**src/rtl/lfc_pkg.sv**
```systemverilog
package lfc_pkg;

  typedef enum logic [1:0] {
    LS_CLEAN  = 2'b00,
    LS_TEST   = 2'b01,
    LS_SINGLE = 2'b10,
    LS_DEAD   = 2'b11
  } line_state_e;

  // Hamming check-bit count for a data width (overall parity excluded)
  function automatic int hamming_bits(input int dw);
    int r;
    r = 1;
    while ((1 << r) < dw + r + 1) r++;
    return r;
  endfunction

  // Codeword position of data bit j (positions that are not powers of two)
  function automatic int data_pos(input int j);
    int cnt;
    int res;
    cnt = -1;
    res = 0;
    for (int q = 3; q < 1024; q++) begin
      if ((q & (q - 1)) != 0 && res == 0) begin
        cnt++;
        if (cnt == j) res = q;
      end
    end
    return res;
  endfunction

endpackage

```
**src/rtl/lfc_secded_enc.sv**
```systemverilog
module lfc_secded_enc #(
  parameter int DW = 16,
  localparam int RB = lfc_pkg::hamming_bits(DW)
) (
  input  logic [DW-1:0] data,
  output logic [RB:0]   chk
);

  function automatic logic [DW-1:0] build_mask(input int i);
    logic [DW-1:0] m;
    for (int j = 0; j < DW; j++) m[j] = ((lfc_pkg::data_pos(j) >> i) & 1) == 1;
    return m;
  endfunction

  logic [RB-1:0] ham;

  for (genvar i = 0; i < RB; i++) begin : g_chk
    localparam logic [DW-1:0] MASK = build_mask(i);
    assign ham[i] = ^(data & MASK);
  end

  assign chk = {(^data) ^ (^ham), ham};

endmodule

```
**src/rtl/lfc_secded_dec.sv**
```systemverilog
module lfc_secded_dec #(
  parameter int DW = 16,
  localparam int RB = lfc_pkg::hamming_bits(DW)
) (
  input  logic [DW-1:0] data,
  input  logic [RB:0]   chk_st,
  output logic [DW-1:0] data_fix,
  output logic          err_single,
  output logic          err_double
);

  logic [RB:0]   rc;
  logic [RB-1:0] syn;
  logic          ovr_err;
  logic [DW-1:0] flip;

  lfc_secded_enc #(.DW(DW)) u_enc (.data(data), .chk(rc));

  assign syn     = rc[RB-1:0] ^ chk_st[RB-1:0];
  assign ovr_err = rc[RB] ^ (^syn) ^ chk_st[RB];

  assign err_single = ovr_err;
  assign err_double = !ovr_err && (syn != '0);

  for (genvar j = 0; j < DW; j++) begin : g_fix
    localparam int P = lfc_pkg::data_pos(j);
    assign flip[j] = err_single && (syn == P[RB-1:0]);
  end

  assign data_fix = data ^ flip;

endmodule

```
**src/rtl/lfc_ecc_pool.sv**
```systemverilog
module lfc_ecc_pool #(
  parameter int ENT = 2,
  parameter int CBW = 6,
  localparam int EW = (ENT > 1) ? $clog2(ENT) : 1
) (
  input  logic           clk,
  input  logic           rst_n,
  input  logic           clr,
  input  logic           alloc_req,
  output logic           alloc_ok,
  output logic [EW-1:0]  alloc_idx,
  input  logic           free_en,
  input  logic [EW-1:0]  free_idx,
  input  logic           wr_en,
  input  logic [EW-1:0]  wr_idx,
  input  logic [CBW-1:0] wr_chk,
  input  logic [EW-1:0]  rd_idx,
  output logic [CBW-1:0] rd_chk
);

  logic [ENT-1:0] used_q, used_d;
  logic [CBW-1:0] chk_q [ENT];

  always_comb begin
    alloc_ok  = 1'b0;
    alloc_idx = '0;
    for (int e = ENT - 1; e >= 0; e--) begin
      if (!used_q[e]) begin
        alloc_ok  = 1'b1;
        alloc_idx = EW'(e);
      end
    end
  end

  always_comb begin
    used_d = used_q;
    if (clr) begin
      used_d = '0;
    end else begin
      if (free_en) used_d[free_idx] = 1'b0;
      if (alloc_req && alloc_ok) used_d[alloc_idx] = 1'b1;
    end
  end

  always_ff @(posedge clk or negedge rst_n) begin
    if (!rst_n) used_q <= '0;
    else        used_q <= used_d;
  end

  for (genvar e = 0; e < ENT; e++) begin : g_store
    always_ff @(posedge clk or negedge rst_n) begin
      if (!rst_n)                          chk_q[e] <= '0;
      else if (wr_en && wr_idx == EW'(e))  chk_q[e] <= wr_chk;
    end
  end

  assign rd_chk = chk_q[rd_idx];

endmodule

```
**src/rtl/line_fault_classifier.sv**
```systemverilog
module line_fault_classifier
  import lfc_pkg::*;
#(
  parameter int NUM_LINES   = 4,
  parameter int DATA_W      = 16,
  parameter int ECC_ENTRIES = 2,
  localparam int LW  = (NUM_LINES > 1) ? $clog2(NUM_LINES) : 1,
  localparam int CW  = $clog2(NUM_LINES + 1),
  localparam int EW  = (ECC_ENTRIES > 1) ? $clog2(ECC_ENTRIES) : 1,
  localparam int CBW = hamming_bits(DATA_W) + 1
) (
  input  logic                 clk,
  input  logic                 rst_n,
  input  logic                 mode_clr,
  input  logic                 rd_valid,
  input  logic [LW-1:0]        rd_line,
  input  logic                 rd_tag_hit,
  input  logic [DATA_W-1:0]    rd_data,
  input  logic                 rd_par,
  output logic                 rd_hit,
  output logic                 rd_miss,
  output logic                 rd_inval,
  output logic [DATA_W-1:0]    rd_data_out,
  input  logic                 fill_valid,
  input  logic [LW-1:0]        fill_line,
  input  logic [DATA_W-1:0]    fill_data,
  output logic                 fill_par,
  output logic [NUM_LINES-1:0] line_usable,
  output logic [CW-1:0]        cnt_single,
  output logic [CW-1:0]        cnt_dead
);

  line_state_e   st_q  [NUM_LINES];
  line_state_e   st_d  [NUM_LINES];
  logic [EW-1:0] ent_q [NUM_LINES];
  logic [EW-1:0] ent_d [NUM_LINES];
  logic [CW-1:0] cnt_single_d, cnt_dead_d;

  line_state_e   cur_st;
  logic          access, par_bad;
  logic          alloc_req, alloc_ok, free_en, wr_en;
  logic [EW-1:0] alloc_idx;
  logic [CBW-1:0] pool_chk, fill_chk;
  logic [DATA_W-1:0] dec_data;
  logic          dec_single, dec_double;

  assign cur_st  = st_q[rd_line];
  assign access  = rd_valid && rd_tag_hit;
  assign par_bad = (^rd_data) ^ rd_par;

  lfc_secded_dec #(.DW(DATA_W)) u_dec (
    .data(rd_data), .chk_st(pool_chk),
    .data_fix(dec_data), .err_single(dec_single), .err_double(dec_double)
  );

  lfc_secded_enc #(.DW(DATA_W)) u_fill_enc (.data(fill_data), .chk(fill_chk));

  assign fill_par = ^fill_data;
  assign wr_en    = fill_valid &&
                    (st_q[fill_line] == LS_TEST || st_q[fill_line] == LS_SINGLE);

  lfc_ecc_pool #(.ENT(ECC_ENTRIES), .CBW(CBW)) u_pool (
    .clk(clk), .rst_n(rst_n), .clr(mode_clr),
    .alloc_req(alloc_req), .alloc_ok(alloc_ok), .alloc_idx(alloc_idx),
    .free_en(free_en), .free_idx(ent_q[rd_line]),
    .wr_en(wr_en), .wr_idx(ent_q[fill_line]), .wr_chk(fill_chk),
    .rd_idx(ent_q[rd_line]), .rd_chk(pool_chk)
  );

  // read response and classification, next state
  always_comb begin
    rd_hit       = 1'b0;
    rd_inval     = 1'b0;
    rd_data_out  = rd_data;
    alloc_req    = 1'b0;
    free_en      = 1'b0;
    st_d         = st_q;
    ent_d        = ent_q;
    cnt_single_d = cnt_single;
    cnt_dead_d   = cnt_dead;
    if (access && !mode_clr) begin
      unique case (cur_st)
        LS_CLEAN: begin
          if (!par_bad) begin
            rd_hit = 1'b1;
          end else begin
            rd_inval  = 1'b1;
            alloc_req = 1'b1;
            if (alloc_ok) begin
              st_d[rd_line]  = LS_TEST;
              ent_d[rd_line] = alloc_idx;
            end else begin
              st_d[rd_line] = LS_DEAD;
              cnt_dead_d    = cnt_dead + 1'b1;
            end
          end
        end
        LS_TEST, LS_SINGLE: begin
          if (dec_double) begin
            rd_inval      = 1'b1;
            free_en       = 1'b1;
            st_d[rd_line] = LS_DEAD;
            cnt_dead_d    = cnt_dead + 1'b1;
            if (cur_st == LS_SINGLE) cnt_single_d = cnt_single - 1'b1;
          end else begin
            rd_hit      = 1'b1;
            rd_data_out = dec_data;
            if (dec_single && cur_st == LS_TEST) begin
              st_d[rd_line] = LS_SINGLE;
              cnt_single_d  = cnt_single + 1'b1;
            end
          end
        end
        default: ;
      endcase
    end
    if (mode_clr) begin
      for (int l = 0; l < NUM_LINES; l++) st_d[l] = LS_CLEAN;
      cnt_single_d = '0;
      cnt_dead_d   = '0;
    end
  end

  assign rd_miss = rd_valid && !rd_hit;

  always_ff @(posedge clk or negedge rst_n) begin
    if (!rst_n) begin
      cnt_single <= '0;
      cnt_dead   <= '0;
    end else begin
      cnt_single <= cnt_single_d;
      cnt_dead   <= cnt_dead_d;
    end
  end

  for (genvar l = 0; l < NUM_LINES; l++) begin : g_line
    always_ff @(posedge clk or negedge rst_n) begin
      if (!rst_n) begin
        st_q[l]  <= LS_CLEAN;
        ent_q[l] <= '0;
      end else begin
        st_q[l]  <= st_d[l];
        ent_q[l] <= ent_d[l];
      end
    end
    assign line_usable[l] = (st_q[l] != LS_DEAD);
  end

endmodule

```
**config.mk**
```make
export PLATFORM = sky130hd
export DESIGN_NAME = line_fault_classifier
export DESIGN_NICKNAME = d
export VERILOG_FILES = /design/src/rtl/lfc_pkg.sv /design/src/rtl/lfc_secded_enc.sv /design/src/rtl/lfc_secded_dec.sv /design/src/rtl/lfc_ecc_pool.sv /design/src/rtl/line_fault_classifier.sv
export SDC_FILE = /design/constraint.sdc
export NUM_CORES = 1
export LEC_CHECK = 0
export ABC_AREA = 1
export BUFFER_PORTS_ARGS = -buffer_cell sky130_fd_sc_hd__buf_4
export CORE_UTILIZATION = 40
export CTS_CLUSTER_SIZE = 8
export DETAILED_ROUTE_END_ITERATION = 10
export SKIP_LAST_GASP = 1
export SLEW_MARGIN = 20
export SYNTH_ARGS = -nofsm -noshare
export SYNTH_HDL_FRONTEND = slang
export SYNTH_SLANG_ARGS = --single-unit
```
**constraint.sdc**
```tcl
create_clock -name clk -period 4.6 [get_ports clk]
set_input_delay 0.23 -clock clk [delete_from_list [all_inputs] [get_ports clk]]
set_output_delay 0.23 -clock clk [all_outputs]
set_load 0.03 [all_outputs]
```
==> results of run 1 <==
[path summary, 6_finish.rpt]
check | end | slack [ps] | cells past startpoint | from
max | rd_data_out[9] | 550 | 25 | ent_q[0]
min | cnt_single[2] | 310 | 4 | mode_clr
min in group asynchronous | cnt_dead[2] | 420 | 2 | rst_n
max in group asynchronous | u_pool.chk_q[0] | 3860 | 2 | rst_n
min reg2reg | u_pool.chk_q[7] | 480 | 2 | u_pool.chk_q[7]
max reg2reg | cnt_single[2] | 650 | 26 | ent_q[0]
[layout by cell type (no fill, tap or decap), types with 2 or more instances in the layout]
master,Yosys,final
nor2_2,3,3
xor2_1,34,34
nand3_2,3,3
nand4_1,11,11
nand3b_1,4,4
o21ai_1,2,2
nand2_4,5,5
o22ai_1,2,2
mux2i_1,2,2
nand2_2,21,21
nor3_1,4,4
nor2_8,2,2
nand2_1,258,258
ha_1,13,13
clkbuf_8,0,5
a21oi_1,6,6
nand3_4,2,2
nor2_1,31,31
buf_4,0,73
xnor2_1,24,24
inv_1,86,86
a31oi_1,5,5
dfrtp_1,32,32
inv_2,10,10
nand2_8,2,2
nand3_1,50,50
o21ai_0,26,26
o21a_1,2,2
[registers in the layout, indices dropped and copies added (netlist names)]
name	cells
u_pool.chk_q	12
cnt_single	3
ent_q	4
cnt_dead	3
st_q	8
u_pool.used_q	2
[logic make-up after synthesis]
kind of cell / count (synthesis) / synth area share (%)
AOI/OAI and AO/OA: 47 / 6.73
DFF: 32 / 20.0
muxes: 2 / 0.500
xor gates and xnor gates: 58 / 12.7
buffers and inverters: 103 / 9.76
and+or+nand+nor: 399 / 45.7
adders and majority gates: 14 / 4.57
[cell usage after synthesis, drive strengths merged]
library cell / count
nand3b: 4
and2: 1
fa: 1
nor3: 4
buf: 3
o21a: 2
a21boi: 1
dfrtp: 32
ha: 13
nand4: 11
xnor2: 24
a21oi: 6
o32ai: 1
a31oi: 5
mux2i: 2
xor2: 34
nand3: 55
a22oi: 1
o22ai: 2
inv: 96
clkinv: 1
nor2: 37
nand2: 286
nor4: 1
o21ai: 29
clkbuf: 3
[power groups by stage]
stage,logic (W),clock network (W),registers [W]
floorplan,0.00137,0,0.000504
global placement,0.00177,0,0.000486
detailed placement,0.00181,0,0.000486
CTS,0.00182,0.000285,0.000481
global route,0.00203,0.000297,0.000497
finish,0.00181,0.000278,0.000483
[worst max-delay path: cells and delay by family (launching register included)]
family | cells | cell delay (ps)
fa+ha+maj | 1 | 310
xor+xnor | 2 | 450
simple gates | 17 | 1740
flops | 1 | 380
buf+inv | 4 | 380
mux | 1 | 280
[metrics by stage]
step / setup slack, ps / util [%] / cell area (sq um)
after floorplan: 655 / - / 4000
after global placement: 744 / 48.2 / 4690
after detailed placement: 593 / 48.2 / 4690
after CTS: 510 / 49.4 / 4810
after global routing: 120 / 49.4 / 4810
final: 553 / 49.4 / 4810
[cell type report]
type                       count  share of cell area (%)
multi-input combinational    520                    58.4
tap                          133                    3.46
timing repair buffer          74                    11.6
clock inverter                 2                   0.729
clock buffer                   6                    1.51
sequential                    32                    16.7
inverter                      97                    7.58
[what timing repair did]
action,CTS,global route
buffers inserted,0,0
hold endpoints to repair,32,0
hold buffers,1,0
[routing by layer]
metal	up-vias	GRT usage, %	part of all wire [%]
li1	2175	-	-
met1	1862	27.8	49
met2	82	33.8	46
met3	15	2.67	3.6
met4	0	4.62	1.8
met5	-	0	0
==> reports/results.ini, run 1 <==
[status]
status=finished, final reports clean

[worst_setup_path]
path_common_cell=nand2_1
end_kind=output port
crit_path_max_fanout=12
slowest_stage=dfrtp_1
crit_type=flop to output port
crit_arrival_ps=3820
worstSetupStartpointType=flop
required_ps=4370
critPathMaxStageDelay_ps=380

[floorplanning]
ioPinCount=73
die_w_um=102
die_h_um=102
initial_core_util_pct=41.1
std_cell_rows=36
coreArea_sq_mm=0.00973
die-area_sq_mm=0.0104

[timing]
finalSetupViolCount=0
finalCriticalPeriod_ps=4050
slew_viol_final=0
timing_hold_violations_final=0
fmax_mhz=247
relSlewSlack_pct=65.2
finClkSkew_ps=8.71
max_slew.worst_pin.slew_ps=522
finalSetupTns_ps=0
post-route-period-util_pct=88.0
rsz0062_at_grt=no
holdWs_ps=312

[cts]
post_cts_resized=0
clock_sinks=32
h-tree-depth=2
clk_latency_ps=290
cts.clk_slew.worst_paths_ps=80
cts.path.max_buffers=2
cts_tree=yes
cts_root_buf=clkbuf_8
cts_buffers=5

[hold_path]
hold_class=primary input to flop

[placement]
gp_congestion=0.872
dp.cells=855
port_buffers=72
dp_hpwl_um=8460

[power]
power_switching_w=0.00139
p_per_area_mw_per_mm2=535
leakagePower_nw=2.70
intPower_w=0.00118
p_total_w=0.00257
clock_power_share_pct=10.8
vdd_drop_max_mv=0.256
comb_power_share_pct=70.4
p_seq_share_pct=18.8
switching_share_pct=54.1

[detailed_routing]
first_pass_iters=4
antenna_left=0
via_count=4134
wl_per_cell_um=11.8
drcViolationCount=0
drtIter0Drc=240
wl_um=10200
viasPerCell=4.78

[layout]
num-nets-final=787
fill_cells=1038
layout.cells.non_filler=864
seq_area_sq_um=801
drive_above_1_share_pct=17.8
antenna_cells=0
area_delta_synth_final_pct=20.1
multi_input_area_sq_mm=0.00281

[logic_synthesis]
ys_types=37
synth_top_cell_by_area=nand2_1
netlist_area_sq_mm=0.00400
ys_ff_latch=32
syn_inst=655
synth_area_per_cell_sq_um=6.11
synth.area.top_cells=nand2_1 (24%), dfrtp_1 (20%), inv_1 (8.1%), xor2_1 (7.4%), nand3_1 (6.3%)
ys_seq_area_share_pct=20.0
synth_nets=712
synth_top_area_share_pct=24.2
yosysWarnings=0

[grt]
grt_use_total_pct=20.3
grt_pass1_vias=3612
grt_max_degree=33
antenna_found_initial=0
grt_remaining_overflow=0
grt_pass1_wl_um=16600

[job]
max-cap-violations=0

No activity file was read; power rests on OpenSTA's default activity.
==> run 2: changes to the inputs <==
ABC_AREA = not set   (was 1)
==> run 2 against run 1 <==
Against the previous run:
- clock skew rose by 2.7 ps
- clock-buffer cell count stayed put
- largest power group unchanged
- synthesized area is 22% lower
- core utilization grew 3.0 points
- combinational power grew 4%
- final cell count down 45%
- critical path type is now flop to flop
- largest cell class unchanged
- synthesized cell count decreased by 54%
==> reports/results.ini, run 2 <==
[placement]
dp_hpwl_um=5670
gp_congestion=0.830
port_buffers=72

[logic_synthesis]
yosys_most_used_dff=dfrtp_1
synth_top_cell_by_area=dfrtp_1
synth_simple_gate_area_share_pct=10.7
ys_types=44
synth_edf_count=0
synth_top_family_by_area=XOR/XNOR gates
synthArstFlopShare_pct=100
yosysMostFrequentCell=xnor2_1
synthAdderAreaFrac_pct=5.88
ys_seq_area_share_pct=25.8
netlist_area_sq_mm=0.00311
synth.area.top_cells=dfrtp_1 (26%), xnor2_1 (15%), xnor3_1 (9.4%), xor2_1 (6.8%), ha_1 (5.2%)
synth_area_per_cell_sq_um=10.4
synth-compound-area-share_pct=8.62
synth_top_area_share_pct=25.8
synth_mux_area_share_pct=12.4
synth_nets=357
synth_xor_area_share_pct=33.7
yosysWarnings=0
ys_ff_latch=32
synth_commonest_cells=xnor2_1 (53), dfrtp_1 (32), xor2_1 (24)
syn_inst=300

[floorplanning]
die-area_sq_mm=0.00813
initial_core_util_pct=42.2
die_w_um=90.1
std_cell_rows=31
coreArea_sq_mm=0.00737
die_h_um=90.1
ioPinCount=73

[power]
p_per_area_mw_per_mm2=663
vdd_drop_max_mv=0.354
leakagePower_nw=1.84

[detailed_routing]
viasPerCell=5.05
wl_per_cell_um=14.5
first_pass_iters=4
drtIter0Drc=69
wl_um=6880
antenna_left=0
drcViolationCount=0
via_count=2394

[worst_setup_path]
worstSetupStartpointType=flop
required_ps=4820
worstRegToRegCells=15
crit_arrival_ps=4530
crit_path_max_fanout=7
reg2reg_setup_slack_ps=280
end_kind=flop
crit_type=flop to flop
worstReg2RegEnd=cnt_single[2]
startpoint=ent_q[3]
reg2reg_from=ent_q[3]

[timing]
holdWs_ps=227
finalCriticalPeriod_ps=4320
rsz0062_at_grt=no
finalSetupTns_ps=0
finClkSkew_ps=11.4
relSlewSlack_pct=65.1
finalSetupViolCount=0
max_slew.worst_pin.slew_ps=522
timing_hold_violations_final=0
post-route-period-util_pct=93.8
slew_viol_final=0
fmax_mhz=232

[grt]
grt_max_degree=33
antenna_found_initial=0
grt_pass1_vias=2369
grt_use_total_pct=17.5
grt_pass1_wl_um=11500
grt_remaining_overflow=0

[cts]
cts.clk_slew.worst_paths_ps=70
cts.path.max_buffers=2
cts_root_buf=clkbuf_8
h-tree-depth=2
cts_tree=yes
post-cts-setup-buffer-count=0
clock_sinks=32
clk_latency_ps=290
cts_buffers=5

[layout]
antenna_cells=0
final_cell_mix=buf_4 (75), xnor2_1 (53), dfrtp_1 (32)
area_delta_synth_final_pct=24.3
top_regs=u_pool.chk_q: 12 flops, st_q: 8 flops, ent_q: 4 flops
seq_area_sq_um=801
multi_input_area_sq_mm=0.00222
top_register=u_pool.chk_q
fill_cells=691
num-nets-final=431
drive_above_1_share_pct=27.5
final_common_cell=buf_4
largest_reg_flops=12

[hold_path]
hold_class=primary input to flop
min_from=rd_line[1]
hold_depth=2
holdPathEnd=ent_q[0]

[job]
max-cap-violations=0

[status]
status=finished, final reports clean

run 2: cell types whose count changed after synthesis, moves of 10 or more:
cell     before  now
inv_2        10    0
o21ai_0      26    9
xnor3_1       0   13
nand3_1      50   15
xor2_1       34   24
xnor2_1      24   53
inv_1        86    9
nand2_2      21    0
mux2_2        0   12
nand2_1     258   15
run 2: logic make-up after synthesis:
group | Yosys count
xor+xnor | 94
simple gates | 70
compound gates | 43
flops | 32
mux | 29
buf+inv | 18
fa+ha+maj | 14
run 2: repair_timing:
action,CTS,global route
hold buffers,1,0
setup endpoints to repair,0,1
resized for setup,0,1
hold endpoints to repair,32,0
run 2: worst max path at each step:
stage          slack, ps  cells past startpoint       endpoint
6_report             280                     15  cnt_single[2]
5_1_grt               10                     15  cnt_single[2]
4_1_cts              250                     15  cnt_single[2]
3_5_place_dp         210                     16  cnt_single[2]
3_3_place_gp         300                     16  cnt_single[2]
2_1_floorplan        350                     18  cnt_single[2]
run 2: cell type report:
class                   instances  area share (%)
flip-flops and latches         32            20.7
multi-input cells             250            57.6
well taps                      99            3.21
clock inverters                 2           0.907
inverters                       9           0.874
repair buffers                 76            14.8
clock buffers                   6            1.88
run 2: per-layer routing:
| layer | vias to the layer above | track usage (%) | share of wire (%) |
|---|---|---|---|
| li1 | 1193 | - | - |
| met1 | 1117 | 22.7 | 47 |
| met2 | 73 | 29.1 | 46 |
| met3 | 11 | 3.72 | 5.0 |
| met4 | 0 | 5.91 | 1.9 |
| met5 | - | 0 | 0 |
run 2: metrics by stage:
| stage | total power (W) | cell area [sq um] | instances | utilization, % | worst slack (ps) |
|---|---|---|---|---|---|
| after floorplan | 0.00190 | 3110 | 300 | - | 350 |
| after global placement | 0.00222 | 3730 | 465 | 50.7 | 300 |
| after detailed placement | 0.00225 | 3730 | 465 | 50.7 | 210 |
| after CTS | 0.00253 | 3850 | 474 | 52.3 | 248 |
| after global routing | 0.00277 | 3860 | 474 | 52.4 | 14.9 |
| final | 0.00256 | 3860 | 474 | 52.4 | 284 |
run 2: report_power, final:
part | internal, W | total [W] | leakage (nW) | switching [W]
logic | 0.000903 | 0.00189 | 1.36 | 0.000988
clock network | 0.000161 | 0.000270 | 0.0552 | 0.000109
registers | 0.000351 | 0.000400 | 0.431 | 0.0000492
run 2: critical path: stages, from the launching register on:
cell     delay (ps)
dfrtp_1         400
mux4_2          550
buf_4           200
mux2i_1         130
xnor2_1         290
ha_1            300
xor2_1          150
xnor2_1         150
xnor2_2         330
xor2_4          170
and3_1          230
or2_1           270
fa_1            390
o21a_1          130
or4_1           390
a21oi_1         150
